==> src/rtl/dmarb_pkg.sv <==
package dmarb_pkg;
   typedef enum logic [1:0] {
      ARB_ORD_A  = 2'b00,
      ARB_ORD_B  = 2'b01,
      ARB_ORD_C  = 2'b10,
      ARB_ROTATE = 2'b11
   } arb_mode_e;

   localparam int FAULT_CNT = 2;
endpackage

==> src/rtl/dmarb_fault_flag.sv <==
module dmarb_fault_flag (
   input  logic clk,
   input  logic rst_n,
   input  logic set_i,
   input  logic clr_i,
   output logic flag_o,
   output logic block_o
);
   // set has priority over clear
   always_ff @(posedge clk or negedge rst_n) begin
      if (!rst_n)      flag_o <= 1'b0;
      else if (set_i)  flag_o <= 1'b1;
      else if (clr_i)  flag_o <= 1'b0;
   end

   // a pulse blocks the decision taken at the same edge
   assign block_o = flag_o | set_i;

   // flag stays up until a clear strobe
   a_r8_flag_holds: assert property (@(posedge clk) disable iff (!rst_n)
      (flag_o && !clr_i) |=> flag_o);
   a_r9_set_wins: assert property (@(posedge clk) disable iff (!rst_n)
      set_i |=> flag_o);
endmodule

==> src/rtl/dmarb_fixed_pick.sv <==
module dmarb_fixed_pick #(
   parameter int NUM_CH = 4
) (
   input  logic [NUM_CH-1:0] req_i,
   input  logic [1:0]        mode_i,
   output logic [NUM_CH-1:0] gnt_o
);
   localparam int IW = $clog2(NUM_CH);
   // rank r stored at bits [IW*r +: IW], rank 0 highest
   localparam logic [NUM_CH*IW-1:0] RANK_A = {2'd3, 2'd2, 2'd1, 2'd0};
   localparam logic [NUM_CH*IW-1:0] RANK_B = {2'd1, 2'd3, 2'd2, 2'd0};
   localparam logic [NUM_CH*IW-1:0] RANK_C = {2'd3, 2'd1, 2'd0, 2'd2};

   generate
      if (NUM_CH != 4) begin : g_bad_count
         $error("dmarb_fixed_pick: fixed rankings need NUM_CH == 4");
      end
   endgenerate

   logic [NUM_CH*IW-1:0] table_sel;
   always_comb begin
      case (mode_i)
         2'b01:   table_sel = RANK_B;
         2'b10:   table_sel = RANK_C;
         default: table_sel = RANK_A;
      endcase
   end

   always_comb begin
      gnt_o = '0;
      for (int r = NUM_CH - 1; r >= 0; r--) begin
         logic [IW-1:0] ch;
         ch = table_sel[IW*r +: IW];
         if (req_i[ch]) begin
            gnt_o     = '0;
            gnt_o[ch] = 1'b1;
         end
      end
   end
endmodule

==> src/rtl/dmarb_rr_pick.sv <==
module dmarb_rr_pick #(
   parameter int NUM_CH = 4
) (
   input  logic [NUM_CH-1:0]         req_i,
   input  logic [$clog2(NUM_CH)-1:0] start_i,
   output logic [NUM_CH-1:0]         gnt_o,
   output logic [$clog2(NUM_CH)-1:0] idx_o
);
   localparam int IW = $clog2(NUM_CH);

   generate
      if (NUM_CH < 2) begin : g_bad_count
         $error("dmarb_rr_pick: need at least two channels");
      end
   endgenerate

   always_comb begin
      gnt_o = '0;
      idx_o = '0;
      for (int k = NUM_CH - 1; k >= 0; k--) begin
         logic [IW-1:0] cand;
         cand = IW'((int'(start_i) + k) % NUM_CH);
         if (req_i[cand]) begin
            gnt_o       = '0;
            gnt_o[cand] = 1'b1;
            idx_o       = cand;
         end
      end
   end
endmodule

==> src/rtl/dma_chan_arbiter.sv <==
module dma_chan_arbiter #(
   parameter int NUM_CH = 4
) (
   input  logic              clk,
   input  logic              rst_n,
   input  logic [NUM_CH-1:0] req,
   input  logic [1:0]        mode,
   input  logic              master_en,
   input  logic              addr_err_set,
   input  logic              addr_err_clr,
   input  logic              nmi_set,
   input  logic              nmi_clr,
   output logic [NUM_CH-1:0] grant,
   output logic              grant_vld
);
   import dmarb_pkg::*;
   localparam int IW = $clog2(NUM_CH);

   // ---- fault flags ----
   logic [FAULT_CNT-1:0] f_set, f_clr, f_flag, f_block;
   assign f_set = {nmi_set, addr_err_set};
   assign f_clr = {nmi_clr, addr_err_clr};

   generate
      for (genvar i = 0; i < FAULT_CNT; i++) begin : g_fault
         dmarb_fault_flag u_flag (
            .clk     (clk),
            .rst_n   (rst_n),
            .set_i   (f_set[i]),
            .clr_i   (f_clr[i]),
            .flag_o  (f_flag[i]),
            .block_o (f_block[i])
         );
      end
   endgenerate

   // ---- candidate selection ----
   arb_mode_e        mode_e;
   logic [NUM_CH-1:0] fix_gnt, rr_gnt, pick;
   logic [IW-1:0]     rr_idx, rr_start;
   logic              issue, rotate;

   assign mode_e = arb_mode_e'(mode);
   assign rotate = (mode_e == ARB_ROTATE);

   dmarb_fixed_pick #(.NUM_CH(NUM_CH)) u_fixed (
      .req_i  (req),
      .mode_i (mode),
      .gnt_o  (fix_gnt)
   );

   dmarb_rr_pick #(.NUM_CH(NUM_CH)) u_rr (
      .req_i   (req),
      .start_i (rr_start),
      .gnt_o   (rr_gnt),
      .idx_o   (rr_idx)
   );

   assign pick  = rotate ? rr_gnt : fix_gnt;
   assign issue = master_en && !(|f_block) && (|req);

   // ---- registered decision ----
   always_ff @(posedge clk or negedge rst_n) begin
      if (!rst_n) begin
         grant     <= '0;
         grant_vld <= 1'b0;
      end else begin
         grant     <= issue ? pick : '0;
         grant_vld <= issue;
      end
   end

   // ---- rotation pointer ----
   always_ff @(posedge clk or negedge rst_n) begin
      if (!rst_n) begin
         rr_start <= '0;
      end else if (issue && rotate) begin
         rr_start <= (int'(rr_idx) == NUM_CH - 1) ? '0 : rr_idx + 1'b1;
      end
   end

   // ---- assertions ----
   a_r1_onehot: assert property (@(posedge clk) disable iff (!rst_n)
      $onehot0(grant));
   a_r1_valid_match: assert property (@(posedge clk) disable iff (!rst_n)
      grant_vld == (grant != '0));
   a_r2_only_requesters: assert property (@(posedge clk) disable iff (!rst_n)
      (|req) |=> ((grant & ~$past(req)) == '0));
   a_r2_no_req_no_grant: assert property (@(posedge clk) disable iff (!rst_n)
      (req == '0) |=> !grant_vld);
   a_r2_work_conserving: assert property (@(posedge clk) disable iff (!rst_n)
      (master_en && (|req) && f_flag == '0 && f_set == '0) |=> grant_vld);
   a_r7_disabled: assert property (@(posedge clk) disable iff (!rst_n)
      !master_en |=> !grant_vld);
   a_r8_err_blocks: assert property (@(posedge clk) disable iff (!rst_n)
      (f_flag[0] || addr_err_set) |=> !grant_vld);
   a_r9_nmi_blocks: assert property (@(posedge clk) disable iff (!rst_n)
      (f_flag[1] || nmi_set) |=> !grant_vld);
endmodule

==> config.mk <==
export PLATFORM = sky130hd
export DESIGN_NAME = dma_chan_arbiter
export DESIGN_NICKNAME = d
export VERILOG_FILES = /design/src/rtl/dmarb_pkg.sv /design/src/rtl/dmarb_fault_flag.sv /design/src/rtl/dmarb_fixed_pick.sv /design/src/rtl/dmarb_rr_pick.sv /design/src/rtl/dma_chan_arbiter.sv
export SDC_FILE = /design/constraint.sdc
export NUM_CORES = 1
export LEC_CHECK = 0
export ABC_AREA = 1
export BUFFER_PORTS_ARGS = -buffer_cell sky130_fd_sc_hd__buf_2
export CAP_MARGIN = 0
export CORE_ASPECT_RATIO = 0.9
export CORE_MARGIN = 5
export CORE_UTILIZATION = 48
export CTS_BUF_LIST = sky130_fd_sc_hd__clkbuf_8
export DETAILED_ROUTE_END_ITERATION = 7
export PLACE_DENSITY = 0.7
export SETUP_SLACK_MARGIN = 0.3
export SLEW_MARGIN = 20
export SYNTH_ARGS = -nofsm -noshare
export SYNTH_HDL_FRONTEND = slang
export SYNTH_SLANG_ARGS = --single-unit
==> constraint.sdc <==
create_clock -name clk -period 3 [get_ports clk]
set_input_delay 0 -clock clk [delete_from_list [all_inputs] [get_ports clk]]
set_output_delay 0 -clock clk [all_outputs]
set_load 0.005 [all_outputs]
==> results of run 1 <==
-- worst min-delay path: stages --
cell     delay (ps)
buf_2            90
nor4_1           50
nand2_1         100
inv_1            70
-- through the flow --
step	std cells	util	total power [mW]	instance area, sq um
2_1_floorplan	169	-	0.326	1040
5_1_grt	221	0.588	0.567	1250
3_5_place_dp	212	0.543	0.372	1150
3_3_place_gp	212	0.543	0.366	1150
6_report	221	0.588	0.522	1250
4_1_cts	221	0.588	0.519	1250
-- timing repair --
item,in CTS,in global routing
endpoints found under the hold margin,11,0
hold buffers,5,0
resized for setup,0,0
-- cells in the final DEF (no fill, tap or decap) --
master         Yosys  layout
a21oi_1           13      13
buf_2              0      17
clkbuf_8           0       3
dfrtp_1            9       9
dlygate4sd3_1      0       5
ha_1              12      12
inv_1             25      26
inv_2              2       2
inv_4              1       1
nand2_1           56      56
nand2_2            8       8
nand2_4            1       1
nand3_1           15      15
nand3_2            2       2
nand4_1            1       1
nor2_1             9       9
nor4_1             1       1
o211ai_1           1       1
o21ai_0           10      10
o21bai_1           2       2
-- power groups by stage --
stage / logic (mW) / clock network (mW) / registers [mW]
4_1_cts: 0.239 / 0.143 / 0.138
6_report: 0.241 / 0.142 / 0.138
3_3_place_gp: 0.227 / 0 / 0.139
2_1_floorplan: 0.189 / 0 / 0.137
5_1_grt: 0.275 / 0.153 / 0.140
3_5_place_dp: 0.232 / 0 / 0.140
-- registers in the layout, summed over array words and instances, names as in the netlist --
| signal | cells |
|---|---|
| grant | 4 |
| g_fault.u_flag.flag_o | 2 |
| rr_start | 2 |
| grant_vld | 1 |
-- metal layers --
metal / global-route usage / routed length [um]
met5: 0 / 0
met4: 0.0453 / 34
met3: 0.0354 / 117
met2: 0.338 / 1230
met1: 0.223 / 1210
-- final cells by class --
| cell class | instances | area, sq um | area share |
|---|---|---|---|
| Clock buffer | 3 | 41.3 | 0.0331 |
| Clock inverter | 1 | 3.75 | 0.00301 |
| Inverter | 28 | 108 | 0.0863 |
| Multi-Input combinational cell | 131 | 701 | 0.562 |
| Sequential cell | 9 | 225 | 0.181 |
| Tap cell | 27 | 33.8 | 0.0271 |
| Timing Repair Buffer | 22 | 135 | 0.108 |
-- how the worst max path moves through the flow --
stage,start,to,slack [ps]
after floorplan,rr_start[0],rr_start[1],1230
after global placement,rr_start[0],rr_start[1],1080
after detailed placement,rr_start[0],rr_start[1],1010
after CTS,rr_start[0],rr_start[1],1000
after global routing,rr_start[0],rr_start[1],750
final,rr_start[1],rr_start[1],980
-- cell families (layout without fill, tap and decap cells) --
kind of cell	count (synthesis)	after routing	share of synthesized area
AOI/OAI and AO/OA	26	26	0.132
adders and majority gates	12	12	0.144
buffers and inverters	29	54	0.114
DFF	9	9	0.216
and+or+nand+nor	93	93	0.395
==> results.txt, run 1 <==
Clock Path Buffers: 2
DRT Pass-1 Iters: 4
GR Overflow Total: 0
die height: 54.3 um
sequential area share after synthesis: 0.216
DP HPWL: 2040 um
nets: 220
layout cells sized above 1: 0.175
vias in the first global route: 1087
final setup fails: 0
starting density of the core: 0.492
CTS tree: done
ratio of final minimum period to clock period: 0.673
min Tclk post-route: 2020 ps
drt wl/cell: 11.7 um
Clock power frac: 0.272
initial drt markers: 48
Sequential Power Share: 0.265
final WL: 2590 um
Place WS: 1010 ps
Vias per Instance: 5.14
setup bufs post-CTS: 0
Achievable Freq: 495 MHz
max-slew violations: 0
CTS H-Tree Depth: 1
Avg Cell Area, Syn: 6.18 sq um
Critical Path RT: 3180 ps
Hold Path Class: in2reg
sw power: 0.220 mW
peak supply drop: 0.000273 V
CTS root buf: clkbuf_8
top-area cell type share of the netlist area: 0.216
top-level I/O count: 18
Synth async-reset ratio: 1.00
critical path peak fanout: 11
Synth cell types: 18
Row Count: 16
first-pass GRT wire length: 4490 um
synthesized flop and latch total: 9
WHS Endpoint: grant_vld
Synth Warn #: 0
clock latency on the worst-skew pair: 240 ps
most frequent CP cell: nand2_1
CTS sink count: 9
Routed Antenna Nets: 0
critical path arrival: 2190 ps
FF-to-FF Start: rr_start[1]
reg2reg end: rr_start[1]
final worst slack: 980 ps
total number of vias: 1135
Core Box Area: 2120 sq um
Syn Nets: 194
RSZ-0062 raised after global routing: no
number of cells on the worst reg-to-reg path: 13
top cells by area, synth: dfrtp_1, nand2_1, ha_1
slowest cell on the critical path: dfrtp_1
Synth area leader: dfrtp_1
Hold Path Stages: 4
gr usage total: 0.184
count leader, synth: nand2_1
final hold violation count: 0
Comb pwr share: 0.463
clk_skew: 2.20 ps
synthesized area: 1040 sq um
clock transition at the registers of the reported paths: 50 ps
Sw Share: 0.421
setup TNS: 0 ps
outcome: completed
Final Wtd Congestion: 0.826
# diodes: 0
min-delay src: addr_err_set
P&R area growth vs syn: 19.4%
LEAKAGE: 0.755 nW
Synth Flop Type: dfrtp_1
register-to-register setup slack: 980 ps
CP bufs+invs: 2
number of synthesized flops with an enable pin: 0
DIE AREA: 3210 sq um
critical-path cell list: inv_1 -> ha_1 -> inv_1 -> nand3_1 -> nand2_2 -> nand2_1 -> nand2_1 -> nand2_1 -> nand2_1 -> nand2_1 -> nand2_1 -> nand2_1 -> nand2_1
Fin Hold WS: 129 ps
Critical Path Max Stage Delay: 510 ps
largest net degree at the start of global routing: 12
commonest cells in the netlist: nand2_1, inv_1, nand3_1
Slew HR: 0.765
Chip Width: 59.2 um
Critical Path Source Type: register
Max-Cap Viols: 0
CP delay by family, top: simple AND/OR/NAND/NOR gates
stages on the worst setup path: 13
Post-Synthesis Cells: 169
DRC: 0
PD cells: 418 nW/um^2
crit path kind: reg2reg
Num CTS Buffers: 3
filler cell count: 219
IO buf count: 17
actual slew at the worst max-slew pin: 352 ps
CP Capture Type: register
P_int: 0.302 mW
initial antenna violation count: 0
Power figures use the tool's default switching activity.
==> run 2, diff against run 1 <==
Settings changed: ABC_AREA 1 to 0.
Clock period 3 ns to 2 ns, I/O delays scaled along.
==> results.txt, run 2 <==
outcome: finished, violations left
total number of vias: 965
largest net degree at the start of global routing: 14
CP bufs+invs: 1
P&R area growth vs syn: 29.4%
max-slew violations: 0
Critical Path Source Type: register
drt wl/cell: 16.2 um
top cells by area, synth: dfrtp_1, ha_1, mux4_2
synthesized area: 1030 sq um
slowest cell on the critical path: mux4_2
commonest non-fill, non-tap cells in the layout: buf_2, ha_1, buf_4
Clock Path Buffers: 2
count leader, synth: ha_1
# diodes: 0
CTS H-Tree Depth: 1
CTS root buf: clkbuf_8
synthesized flop and latch total: 9
DP HPWL: 1870 um
die height: 53.9 um
Slew HR: 0.757
final setup fails: 2
clock transition at the registers of the reported paths: 50 ps
Syn Nets: 132
Chip Width: 58.8 um
IO buf count: 17
Synth Flop Type: dfrtp_1
Largest Register: grant
critical path peak fanout: 5
post-layout util: 0.670
gr usage total: 0.180
GR Overflow Total: 0
clock latency on the worst-skew pair: 240 ps
CTS tree: done
actual slew at the worst max-slew pin: 356 ps
DRT Pass-1 Iters: 4
starting density of the core: 0.518
Synth cell types: 34
Routed Antenna Nets: 0
nets: 164
layout cells sized above 1: 0.370
CP Capture Type: register
filler cell count: 172
RSZ-0062 raised after global routing: yes
Synth area leader: dfrtp_1
Row Count: 15
Fin Hold WS: 31.2 ps
final hold violation count: 0
CP delay by family, top: compound AO/OA/AOI/OAI gates
Synth Warn #: 0
CTS sink count: 9
peak supply drop: 0.000425 V
Core Box Area: 1990 sq um
Avg Cell Area, Syn: 9.62 sq um
Synth async-reset ratio: 1.00
PD cells: 669 nW/um^2
Largest regs: grant x4, g_fault.u_flag.flag_o x2, rr_start x2
commonest non-fill, non-tap cell in the layout: buf_2
Num CTS Buffers: 3
Vias per Instance: 5.92
Achievable Freq: 484 MHz
Critical Path Max Stage Delay: 480 ps
top-level I/O count: 18
Max-Cap Viols: 0
final worst slack: -68.0 ps
Final Wtd Congestion: 0.817
Post-Synthesis Cells: 107
Power Total: 0.892 mW
DIE AREA: 3170 sq um
ratio of final minimum period to clock period: 1.03
vias in the first global route: 903
failing checks: negative setup slack
DRC: 0
critical path arrival: 2170 ps
number of flip-flops in the largest register: 4
Place WS: -77.4 ps
top-area cell type share of the netlist area: 0.219
Hold Path Class: in2reg
initial antenna violation count: 0
clk_skew: 1.87 ps
number of synthesized flops with an enable pin: 0
sequential area share after synthesis: 0.219
min Tclk post-route: 2070 ps
first-pass GRT wire length: 4290 um
commonest cells in the netlist: ha_1, a21oi_1, dfrtp_1, nand2_1
final WL: 2630 um
critical-path cell list: inv_6 -> ha_4 -> mux4_2 -> nor2b_4 -> a221oi_2 -> nor3_1 -> a21oi_1 -> a211oi_1
setup TNS: -85.8 ps
crit path kind: reg2reg
LEAKAGE: 0.608 nW
initial drt markers: 37
Critical Path RT: 2100 ps
[run 2: cell families (layout without fill, tap and decap cells)]
group,Yosys count,in the layout,share of synthesized area
adder cells (fa/ha/maj),12,12,0.146
flip-flops,9,9,0.219
buffers and inverters,12,42,0.0595
AO/OA/AOI/OAI,32,32,0.210
multiplexers,10,11,0.175
AND/OR/NAND/NOR,31,31,0.182
XOR/XNOR,1,1,0.00851
[run 2: power breakdown]
| group | internal (mW) | switching (mW) |
|---|---|---|
| logic | 0.242 | 0.240 |
| registers | 0.193 | 0.00790 |
| clock network | 0.134 | 0.0760 |
[run 2: final timing paths]
path / start / end / slack [ps] / depth (start not counted)
worst max-delay path: rr_start[0] / grant[2] / -70 / 8
worst min-delay path: nmi_clr / g_fault[1].u_flag.flag_o / 30 / 3
worst max register to register: rr_start[0] / grant[2] / -70 / 8
worst min register to register: g_fault[0].u_flag.flag_o / g_fault[0].u_flag.flag_o / 480 / 1
max in group asynchronous: rst_n / rr_start[0] / 1670 / 2
min in group asynchronous: rst_n / grant_vld / 140 / 2
[run 2: metal layers]
layer	track usage	share of wire	vias up
li1	-	-	466
met1	0.243	0.46	465
met2	0.300	0.48	29
met3	0.0360	0.055	5
met4	0.0340	0.0065	0
met5	0	0	-
[run 2: per-stage QoR]
step | instance area (sq um) | instances
detailed placement | 1200 | 152
global placement | 1200 | 152
global route | 1330 | 163
CTS | 1300 | 162
finish | 1330 | 163
floorplan | 1060 | 107
[run 2: final cells by class]
cell class	instances	area, sq um	area share
Clock buffer	3	41.3	0.0310
Clock inverter	1	3.75	0.00282
Inverter	7	31.3	0.0235
Multi-Input combinational cell	87	800	0.600
Sequential cell	9	228	0.171
Tap cell	25	31.3	0.0235
Timing Repair Buffer	31	198	0.148
[run 2: worst register-to-register path, stage by stage (launching register included)]
cell	delay, ps
dfrtp_2	400
inv_6	40
ha_4	270
mux4_2	480
nor2b_4	160
a221oi_2	250
nor3_1	70
a21oi_1	150
a211oi_1	90
[run 2: timing repair]
| action | 4_1_cts | 5_1_grt |
|---|---|---|
| setup buffers | 3 | 0 |
| resized for setup | 1 | 1 |
| endpoints found under the hold margin | 11 | 0 |
| gates cloned | 0 | 1 |
| pin swaps | 3 | 2 |
| setup endpoints to repair | 6 | 6 |
| hold buffers | 3 | 0 |
